`src/rtl/sras_pkg.sv`:
```
package sras_pkg;

   typedef enum logic {
      ST_IDLE = 1'b0,
      ST_SCAN = 1'b1
   } scan_state_e;

endpackage

```
`src/rtl/sras_ring.sv`:
```
module sras_ring #(
   parameter int ADDR_W = 32,
   parameter int DEPTH  = 16,
   localparam int PW    = $clog2(DEPTH),
   localparam int CW    = $clog2(DEPTH + 1)
) (
   input  logic              clk,
   input  logic              rst_n,
   input  logic              push_i,
   input  logic [ADDR_W-1:0] push_data_i,
   input  logic              drop_i,
   input  logic [CW-1:0]     drop_cnt_i,
   input  logic [PW-1:0]     rd_depth_i,
   output logic [ADDR_W-1:0] top_data_o,
   output logic [ADDR_W-1:0] rd_data_o,
   output logic [CW-1:0]     count_o,
   output logic              ovf_o
);

   logic [ADDR_W-1:0] slot_q [DEPTH];
   logic [PW-1:0]     wr_ptr_q;
   logic [CW-1:0]     count_q;
   logic              ovf_q;
   logic              full;
   logic [PW-1:0]     top_idx;
   logic [PW-1:0]     rd_idx;
   logic [CW-1:0]     ptr_wide;

   assign full     = (count_q == CW'(DEPTH));
   assign top_idx  = wr_ptr_q - PW'(1);
   assign rd_idx   = top_idx - rd_depth_i;
   assign ptr_wide = CW'(wr_ptr_q) - drop_cnt_i;

   always_ff @(posedge clk or negedge rst_n) begin
      if (!rst_n) begin
         wr_ptr_q <= '0;
         count_q  <= '0;
         ovf_q    <= 1'b0;
      end else if (push_i) begin
         wr_ptr_q <= wr_ptr_q + PW'(1);
         if (full) ovf_q <= 1'b1;
         else      count_q <= count_q + CW'(1);
      end else if (drop_i) begin
         wr_ptr_q <= ptr_wide[PW-1:0];
         count_q  <= count_q - drop_cnt_i;
      end
   end

   always_ff @(posedge clk) begin
      if (push_i) slot_q[wr_ptr_q] <= push_data_i;
   end

   assign top_data_o = slot_q[top_idx];
   assign rd_data_o  = slot_q[rd_idx];
   assign count_o    = count_q;
   assign ovf_o      = ovf_q;


   count_bound_chk: assert property (@(posedge clk) disable iff (!rst_n)
      count_q <= CW'(DEPTH));


   full_push_chk: assert property (@(posedge clk) disable iff (!rst_n)
      (push_i && full) |=> (ovf_q && count_q == CW'(DEPTH)));

endmodule

```
`src/rtl/sras_scan.sv`:
```
module sras_scan
   import sras_pkg::*;
#(
   parameter int ADDR_W = 32,
   parameter int DEPTH  = 16,
   localparam int PW    = $clog2(DEPTH),
   localparam int CW    = $clog2(DEPTH + 1)
) (
   input  logic              clk,
   input  logic              rst_n,
   input  logic              call_i,
   input  logic              ret_i,
   input  logic [ADDR_W-1:0] ret_addr_i,
   input  logic [ADDR_W-1:0] top_data_i,
   input  logic [ADDR_W-1:0] rd_data_i,
   input  logic [CW-1:0]     count_i,
   output logic              push_o,
   output logic              drop_o,
   output logic [CW-1:0]     drop_cnt_o,
   output logic [PW-1:0]     rd_depth_o,
   output logic              busy_o,
   output logic              alarm_o
);

   scan_state_e       state_q, state_d;
   logic [PW-1:0]     idx_q, idx_d;
   logic [ADDR_W-1:0] tgt_q, tgt_d;
   logic              alarm_q, alarm_d;
   logic              idle;
   logic              deep_hit;
   logic              last_probe;

   assign idle       = (state_q == ST_IDLE);
   assign deep_hit   = (rd_data_i == tgt_q);
   assign last_probe = (CW'(idx_q) == count_i - CW'(1));

   always_comb begin
      state_d    = state_q;
      idx_d      = idx_q;
      tgt_d      = tgt_q;
      alarm_d    = 1'b0;
      push_o     = 1'b0;
      drop_o     = 1'b0;
      drop_cnt_o = '0;
      if (idle) begin
         push_o = call_i;
         if (ret_i) begin
            if (count_i == '0) begin
               alarm_d = 1'b1;
            end else if (top_data_i == ret_addr_i) begin
               drop_o     = 1'b1;
               drop_cnt_o = CW'(1);
            end else if (count_i == CW'(1)) begin
               alarm_d = 1'b1;
            end else begin
               state_d = ST_SCAN;
               idx_d   = PW'(1);
               tgt_d   = ret_addr_i;
            end
         end
      end else begin
         if (deep_hit) begin
            drop_o     = 1'b1;
            drop_cnt_o = CW'(idx_q) + CW'(1);
            state_d    = ST_IDLE;
         end else if (last_probe) begin
            alarm_d = 1'b1;
            state_d = ST_IDLE;
         end else begin
            idx_d = idx_q + PW'(1);
         end
      end
   end

   always_ff @(posedge clk or negedge rst_n) begin
      if (!rst_n) begin
         state_q <= ST_IDLE;
         idx_q   <= '0;
         tgt_q   <= '0;
         alarm_q <= 1'b0;
      end else begin
         state_q <= state_d;
         idx_q   <= idx_d;
         tgt_q   <= tgt_d;
         alarm_q <= alarm_d;
      end
   end

   assign rd_depth_o = idx_q;
   assign busy_o     = !idle;
   assign alarm_o    = alarm_q;


   probe_range_chk: assert property (@(posedge clk) disable iff (!rst_n)
      busy_o |-> (CW'(idx_q) < count_i && idx_q != '0));


   busy_no_push_chk: assert property (@(posedge clk) disable iff (!rst_n)
      busy_o |-> !push_o);

endmodule

```
`src/rtl/sras_top.sv`:
```
module sras_top #(
   parameter int ADDR_W = 32,
   parameter int DEPTH  = 16
) (
   input  logic              clk,
   input  logic              rst_n,
   input  logic              call_i,
   input  logic [ADDR_W-1:0] call_addr_i,
   input  logic              ret_i,
   input  logic [ADDR_W-1:0] ret_addr_i,
   output logic              busy_o,
   output logic              alarm_o,
   output logic              overflow_o
);

   localparam int PW = $clog2(DEPTH);
   localparam int CW = $clog2(DEPTH + 1);

   generate
      if (DEPTH < 2 || (DEPTH & (DEPTH - 1)) != 0) begin : g_bad_depth
         $error("sras_top: DEPTH must be a power of two, at least 2");
      end
      if (ADDR_W < 1) begin : g_bad_width
         $error("sras_top: ADDR_W must be positive");
      end
   endgenerate

   logic              push;
   logic              drop;
   logic [CW-1:0]     drop_cnt;
   logic [PW-1:0]     rd_depth;
   logic [ADDR_W-1:0] top_data;
   logic [ADDR_W-1:0] rd_data;
   logic [CW-1:0]     count;

   sras_ring #(.ADDR_W(ADDR_W), .DEPTH(DEPTH)) u_ring (
      .clk         (clk),
      .rst_n       (rst_n),
      .push_i      (push),
      .push_data_i (call_addr_i),
      .drop_i      (drop),
      .drop_cnt_i  (drop_cnt),
      .rd_depth_i  (rd_depth),
      .top_data_o  (top_data),
      .rd_data_o   (rd_data),
      .count_o     (count),
      .ovf_o       (overflow_o)
   );

   sras_scan #(.ADDR_W(ADDR_W), .DEPTH(DEPTH)) u_scan (
      .clk        (clk),
      .rst_n      (rst_n),
      .call_i     (call_i),
      .ret_i      (ret_i),
      .ret_addr_i (ret_addr_i),
      .top_data_i (top_data),
      .rd_data_i  (rd_data),
      .count_i    (count),
      .push_o     (push),
      .drop_o     (drop),
      .drop_cnt_o (drop_cnt),
      .rd_depth_o (rd_depth),
      .busy_o     (busy_o),
      .alarm_o    (alarm_o)
   );


   strobe_excl_chk: assert property (@(posedge clk) disable iff (!rst_n)
      !(call_i && ret_i));


   top_hit_chk: assert property (@(posedge clk) disable iff (!rst_n)
      (!busy_o && ret_i && count != '0 && top_data == ret_addr_i)
      |=> (!busy_o && !alarm_o && count == $past(count) - CW'(1)));


   empty_ret_chk: assert property (@(posedge clk) disable iff (!rst_n)
      (!busy_o && ret_i && count == '0) |=> (alarm_o && !busy_o));


   scan_start_chk: assert property (@(posedge clk) disable iff (!rst_n)
      (!busy_o && ret_i && count > CW'(1) && top_data != ret_addr_i)
      |=> busy_o);


   alarm_pulse_chk: assert property (@(posedge clk) disable iff (!rst_n)
      (alarm_o && !ret_i) |=> !alarm_o);


   miss_keeps_chk: assert property (@(posedge clk) disable iff (!rst_n)
      $rose(alarm_o) |-> $stable(count));


   ovf_sticky_chk: assert property (@(posedge clk) disable iff (!rst_n)
      overflow_o |=> overflow_o);

endmodule

```
`config.mk`:
```
export PLATFORM = sky130hd
export DESIGN_NAME = sras_top
export DESIGN_NICKNAME = d
export VERILOG_FILES = /design/src/rtl/sras_pkg.sv /design/src/rtl/sras_ring.sv /design/src/rtl/sras_scan.sv /design/src/rtl/sras_top.sv
export SDC_FILE = /design/constraint.sdc
export NUM_CORES = 1
export LEC_CHECK = 0
export BUFFER_PORTS_ARGS = -buffer_cell sky130_fd_sc_hd__buf_4
export CORE_MARGIN = 5
export CORE_UTILIZATION = 35
export CTS_BUF_LIST = sky130_fd_sc_hd__clkbuf_4 sky130_fd_sc_hd__clkbuf_8 sky130_fd_sc_hd__clkbuf_16
export DETAILED_ROUTE_END_ITERATION = 8
export GPL_ROUTABILITY_DRIVEN = 1
export PLACE_DENSITY = 0.5
export SLEW_MARGIN = 10
export SYNTH_ARGS = -nofsm -noshare
export SYNTH_HDL_FRONTEND = slang
export SYNTH_SLANG_ARGS = --single-unit
```
`constraint.sdc`:
```
create_clock -name clk -period 11.3 [get_ports clk]
set_clock_uncertainty 0.1 [all_clocks]
set_input_delay 0.565 -clock clk [delete_from_list [all_inputs] [get_ports clk]]
set_output_delay 0.565 -clock clk [all_outputs]
set_load 0.1 [all_outputs]
```
==> run metrics, run 1 <==
outcome completed; Post-synth top flop edfxtp_1; Routed WL per cell 30.2 µm; minimum clock period 9.19 ns; CTS max path bufs 3; Post-Synthesis Cells between 1500 and 2000; Port Buffers 70; Remaining Overflow, GRT 0; worst path bufs/invs 2; area growth from synthesis to layout 14.7%; sequential-to-total area share from yosys stat between 60% and 70%; crit path DAT 9.61 ns; hpwl dp 46300 µm; vias in the first global route 16100; Max FO, Critical Path 60; proportion of layout cells with a drive suffix above 1 33.5%; area leader, netlist edfxtp_1; RSZ-0062 raised after global routing no; clock-pin slew on the worst setup and hold paths 0.06 ns; effective utilization at floorplan 35.4%; Synth area leaders edfxtp_1 56%, mux4_2 20%, mux2i_1 4.6%; Worst Setup End Kind flip-flop; nets@finish 1685; most frequent cells in the layout 512 x edfxtp_1, 245 x mux4_2, 126 x mux2i_1; cts hold-fix bufs 1; Worst path slowest cell fa_4; Critical Path Start u_ring.wr_ptr_q[0]$_DFFE_PN0P_; Worst slew margin 33.3%; die area 0.0843 mm²; Core Box Area ~0.08 mm²; top cell type's share of synthesized area 55.9%; 1st-iter DRT viols 1407; Worst-Margin Slew 0.999 ns; clk_lat worst skew 0.62 ns; TritonCTS clock tree done; largest net degree at the start of global routing 121; HP Class in2reg; Sink Count 560; Max Clk Rate ~110 MHz; Via density 5.77; clock buffers created by TritonCTS 67; Vert. Die Dim 290 µm; asr flop ratio synth about 8.6%; clock tree root driver cell clkbuf_16; kind of critical path reg2reg; net count after synthesis ~1600; Remaining DRCs 0; RePlAce Congestion ~0.83; CP Cell Sequence inv_1 > ha_4 > fa_4 > buf_4 > mux2i_1 > mux4_2 > o22ai_1 > a2111oi_4 > o22ai_1 > or4b_1 > or4_4 > nor4_4 > and2_1 > a21oi_1 > ha_1 > nor2b_1 > fa_1 > a21o_1 > a21oi_1 > or4_1 > a21oi_1 > xor2_1; synthesized area 0.0275 mm²; Fillers 6919; synth warn 0; Die X 290 µm; Yosys cell types just over 70; Crit path depth 22; Final Max Tran Viols 0; Final period util 81.3%; initial antenna violation count 3; post-route ant nets 0; Hold Vio Cnt, Final 0; first-pass GRT wire length 117000 µm; via count 15500; post-cts resize count 0; required time of the critical path 11.72 ns; I/O pin total 71; routed wire length 81300 µm; Pre-Repair DR Iteration Count 5; Max-cap violations 0; crit-path most repeated cell a21oi_1; Max stage delay on crit path 1.45 ns; setup bufs post-CTS 0; critical path's top delay family simple AND/OR/NAND/NOR gates; Mean Syn Cell Area 18.1 µm²; H-tree depth 3; hold_sp ret_addr_i[15]; # setup viols final 0; Synth Register Bits 560; GRT Total Usage between 10% and 20%; Post-synth EDFFs 512; Worst R2R Path Depth 22; commonest non-fill, non-tap cell in the layout edfxtp_1; Setup TNS 0 ns; hold path depth 2; Startpoint Class flip-flop; site row count 102; Reg2Reg Launch Point u_ring.wr_ptr_q[0]$_DFFE_PN0P_
[per-layer routing]
| layer | GRT usage [%] | share of wire, % | wire length, µm |
|---|---|---|---|
| met3 | 3.39 | 5.4 | 4420 |
| met2 | 30.7 | 48 | 39100 |
| met4 | 5.41 | 2.8 | 2290 |
| met1 | 26.8 | 44 | 35500 |
| met5 | 0 | 0.0086 | 7 |
[state kept, by name, indices dropped and copies added (netlist names)]
| signal | flops |
|---|---|
| u_ring.count_o | 5 |
| u_ring.ovf_o | 1 |
| u_ring.slot_q | 512 |
| u_ring.wr_ptr_q | 4 |
| u_scan.alarm_o | 1 |
| u_scan.busy_o | 1 |
| u_scan.rd_depth_o | 4 |
| u_scan.tgt_q | 32 |
[stage by stage]
| stage | utilization (%) | cells | cell area (µm²) | hold slack [ns] | setup slack [ns] |
|---|---|---|---|---|---|
| after floorplan | - | 1521 | 27500 | 0.169 | 2.95 |
| after global placement | 37.7 | 2566 | 29300 | 0.385 | 2.23 |
| after detailed placement | 37.7 | 2566 | 29300 | 0.378 | 2.07 |
| after CTS | 40.6 | 2690 | 31600 | 0.0739 | 2.06 |
| after global routing | 40.6 | 2690 | 31600 | 0.0865 | 1.54 |
| final | 40.6 | 2692 | 31600 | 0.110 | 2.11 |
[Yosys cell counts, types with 12 or more instances]
| cell | count |
|---|---|
| a21oi_1 | 15 |
| a22oi_1 | 15 |
| buf_1 | 21 |
| buf_2 | 31 |
| clkbuf_1 | 33 |
| dfrtp_1 | 48 |
| edfxtp_1 | 512 |
| ha_1 | 18 |
| inv_1 | 19 |
| mux2_2 | 45 |
| mux2i_1 | 126 |
| mux4_2 | 245 |
| nand2_1 | 49 |
| nand3_1 | 19 |
| nand4_1 | 21 |
| nor2_1 | 38 |
| nor3_1 | 22 |
| nor3b_1 | 17 |
| o21ai_0 | 12 |
| xnor2_1 | 44 |
| xor2_1 | 23 |
[worst reg2reg max path, delay by kind of cell, from the launching register on]
kind / cells / cell delay, ns
muxes: 2 / 0.58
AOI/OAI and AO/OA: 7 / 1.07
adders and majority gates: 4 / 2.40
xor gates and xnor gates: 1 / 0.15
and+or+nand+nor: 6 / 2.81
DFF: 1 / 0.96
buffers and inverters: 2 / 1.04
[final timing paths]
kind,endpoint,slack (ns)
setup / recovery,u_ring.count_o[4]$_DFFE_PN0P_,2.11
hold / removal,u_scan.tgt_q[15]$_DFFE_PN0P_,0.11
setup reg to reg,u_ring.count_o[4]$_DFFE_PN0P_,2.11
hold reg to reg,u_ring.ovf_o$_DFFE_PN0P_,0.37
max in group asynchronous,u_ring.wr_ptr_q[0]$_DFFE_PN0P_,9.93
min in group asynchronous,u_scan.tgt_q[22]$_DFFE_PN0P_,0.50
[logic make-up (layout without fill, tap and decap cells)]
family          Yosys count  in the layout  share of synthesized area [%]
flops                   560            560                           60.3
buf+inv                 122            251                           2.09
compound gates          105            105                           2.89
simple gates            220            220                           4.32
mux                     422            422                           27.0
xor+xnor                 71             71                           2.44
other cells               0              2                              0
fa+ha+maj                21             21                           1.04
[area by class of cell]
cell class	count	area, µm²	area share, %
Multi-Input combinational cell	839	10600	33.4
Sequential cell	560	16600	52.5
Inverter	21	78.8	0.250
Antenna cell	2	5.00	0.0159
Tap cell	1040	1300	4.12
Timing Repair Buffer	107	831	2.63
Clock buffer	90	1890	5.98
Clock inverter	33	325	1.03
Power of run 1 is left out: the tool's default activity adds up to more than one toggle a clock period on the data nets, which glitch-free logic cannot reach.
==> run 2: changes to the inputs <==
==> constraint.sdc (replaced) <==
create_clock -name clk -period 9.5 [get_ports clk]
set_clock_uncertainty 0.1 [all_clocks]
set_input_delay 0.475 -clock clk [delete_from_list [all_inputs] [get_ports clk]]
set_output_delay 0.475 -clock clk [all_outputs]
set_load 0.1 [all_outputs]
==> run 2 against run 1 <==
  * Worst hold slack worse by 0.079 ns
  * Maximum frequency grew 15%
  * Register-to-register slack worse by 0.62 ns
  * Via count decreased by 0.92%
  * Non-clock buffer count grew 22
  * Flip-flop and latch count is the same
  * Global-route usage fell by 0.28 points
  * Critical path depth up 1
  * Count of clock-buffer cells in the layout shrank 1
  * Highest routed layer unchanged
==> run metrics, run 2 (synthesis gave the netlist of run 1 again) <==
Place WS roughly 1.5 ns; Worst-Margin Slew around 1.2 ns; minimum clock period 8.01 ns; setup ws final 1.49 ns; Max Clk Rate 125 MHz; Max stage delay on crit path 1.28 ns; met3 usage in global routing 3.67%; Die X 290 µm; kind of critical path reg2reg; crit-path most repeated cell a21oi_1; required time of the critical path 9.96 ns; first-pass GRT wire length 115000 µm; most frequent cells in the layout 512 x edfxtp_1, 245 x mux4_2, 126 x mux2i_1; largest net degree at the start of global routing 130; CTS max path bufs 3; CP Cell Sequence inv_1 > ha_4 > fa_4 > buf_4 > buf_4 > nand3b_1 > mux2_2 > nand4_1 > o211ai_1 > a2bb2oi_1 > a2111o_1 > or4_4 > nor4_4 > and2_1 > a21oi_1 > ha_1 > nor2b_1 > fa_1 > a21o_1 > a21oi_1 > or4_1 > a21oi_1 > xor2_1; Via density 5.68; Worst path slowest cell fa_4; Hold Vio Cnt, Final 0; Worst slew margin 22.8%; Routed WL per cell 30.1 µm; clock buffers created by TritonCTS 61; GRT Total Usage 18.8%; die area 0.0843 mm²; Remaining DRCs 0; Final Util 40.8%; worst path bufs/invs 3; site row count 102; Final Max Tran Viols 0; multi-input logic area 0.0106 mm²; initial antenna violation count 5; nets@finish 1701; via count 15400; met2 Use GR a little under a third; critical path's top delay family simple AND/OR/NAND/NOR gates; commonest non-fill, non-tap cell in the layout edfxtp_1; Max FO, Critical Path 47; post-cts resize count 0; Vert. Die Dim 290 µm; Remaining Overflow, GRT 0; placed insts about 2600; RSZ-0062 raised after global routing no; proportion of layout cells with a drive suffix above 1 33.3%; Max-cap violations 0; register with the most flip-flops u_ring.slot_q; H-tree depth 2; FF+latch area 0.0166 mm²; Core Box Area 0.0777 mm²; post-route ant nets 0; effective utilization at floorplan 35.4%; routed wire length 81500 µm; vias in the first global route 15800; Worst Setup End Kind flip-flop; crit path DAT 8.48 ns; # setup viols final 0; fin cells 2707; area growth from synthesis to layout 15.4%; outcome completed; Startpoint Class flip-flop; Largest register FFs 512; Fillers 6929; Pre-Repair DR Iteration Count 5; grt peak-use layer met2; Setup TNS 0 ns; HP Class in2reg; Final period util between 80% and 90%; met1 usage about a quarter; hpwl dp between 40000 and 50000 µm; clock-pin slew on the worst setup and hold paths 0.07 ns; RePlAce Congestion 0.832; TritonCTS clock tree done; clk_lat worst skew roughly 0.64 ns; 1st-iter DRT viols 1279; Port Buffers 70; Sink Count 560; clock tree root driver cell clkbuf_16; I/O pin total 71
[run 2: changes by cell type in the layout (fill, tap and decap cells not counted), moves of 5 or more]
cell           before  now
clkbuf_4           19   14
clkbuf_16          68   61
buf_4             104  109
clkinv_2           12    7
dlygate4sd3_1       1   16
clkbuf_8            3   14
[run 2: final cells by class]
| type | count | share of cell area, % |
|---|---|---|
| Clock inverter | 25 | 1.06 |
| Tap cell | 1040 | 4.10 |
| Multi-Input combinational cell | 839 | 33.2 |
| Timing Repair Buffer | 129 | 3.33 |
| Inverter | 21 | 0.248 |
| Sequential cell | 560 | 52.2 |
| Clock buffer | 89 | 5.75 |
| Antenna cell | 4 | 0.0315 |
[run 2: through the flow]
stage	hold slack (ns)	area [µm²]
2_1_floorplan	0.0794	27500
3_3_place_gp	0.385	29400
3_5_place_dp	0.392	29400
4_1_cts	0.000297	31700
5_1_grt	0.0132	31700
6_report	0.0309	31700
[run 2: worst reg2reg max path, delay by kind of cell (launching register included)]
family / cells / cell delay, ns
flops: 1 / 0.51
simple gates: 7 / 2.57
compound gates: 7 / 1.13
fa+ha+maj: 4 / 2.08
mux: 1 / 0.30
buf+inv: 3 / 1.10
xor+xnor: 1 / 0.15
[run 2: timing repair]
| action | CTS | global route |
|---|---|---|
| hold buffers | 16 | 0 |
| setup buffers | 0 | 0 |
| endpoints found under the setup margin | 0 | 0 |
| hold endpoints to repair | 78 | 0 |
[run 2: final timing paths]
path / from / to / slack (ns) / depth (start not counted)
min in group asynchronous: rst_n / u_ring.count_o[3]$_DFFE_PN0P_ / 0.39 / 2
min: ret_addr_i[16] / u_scan.tgt_q[16]$_DFFE_PN0P_ / 0.03 / 2
max in group asynchronous: rst_n / u_ring.wr_ptr_q[0]$_DFFE_PN0P_ / 8.23 / 2
min reg2reg: u_ring.ovf_o$_DFFE_PN0P_ / u_ring.ovf_o$_DFFE_PN0P_ / 0.39 / 1
max: u_ring.wr_ptr_q[0]$_DFFE_PN0P_ / u_ring.count_o[4]$_DFFE_PN0P_ / 1.49 / 23
max reg2reg: u_ring.wr_ptr_q[0]$_DFFE_PN0P_ / u_ring.count_o[4]$_DFFE_PN0P_ / 1.49 / 23
[run 2: metal layers]
| metal | share of wire (%) | routed length, µm | up-vias |
|---|---|---|---|
| li1 | - | - | 6532 |
| met1 | 43 | 34800 | 8258 |
| met2 | 48 | 39500 | 474 |
| met3 | 6.3 | 5100 | 114 |
| met4 | 2.5 | 2050 | 2 |
| met5 | 0.0086 | 7 | - |
Power of run 2 is left out for the same reason.
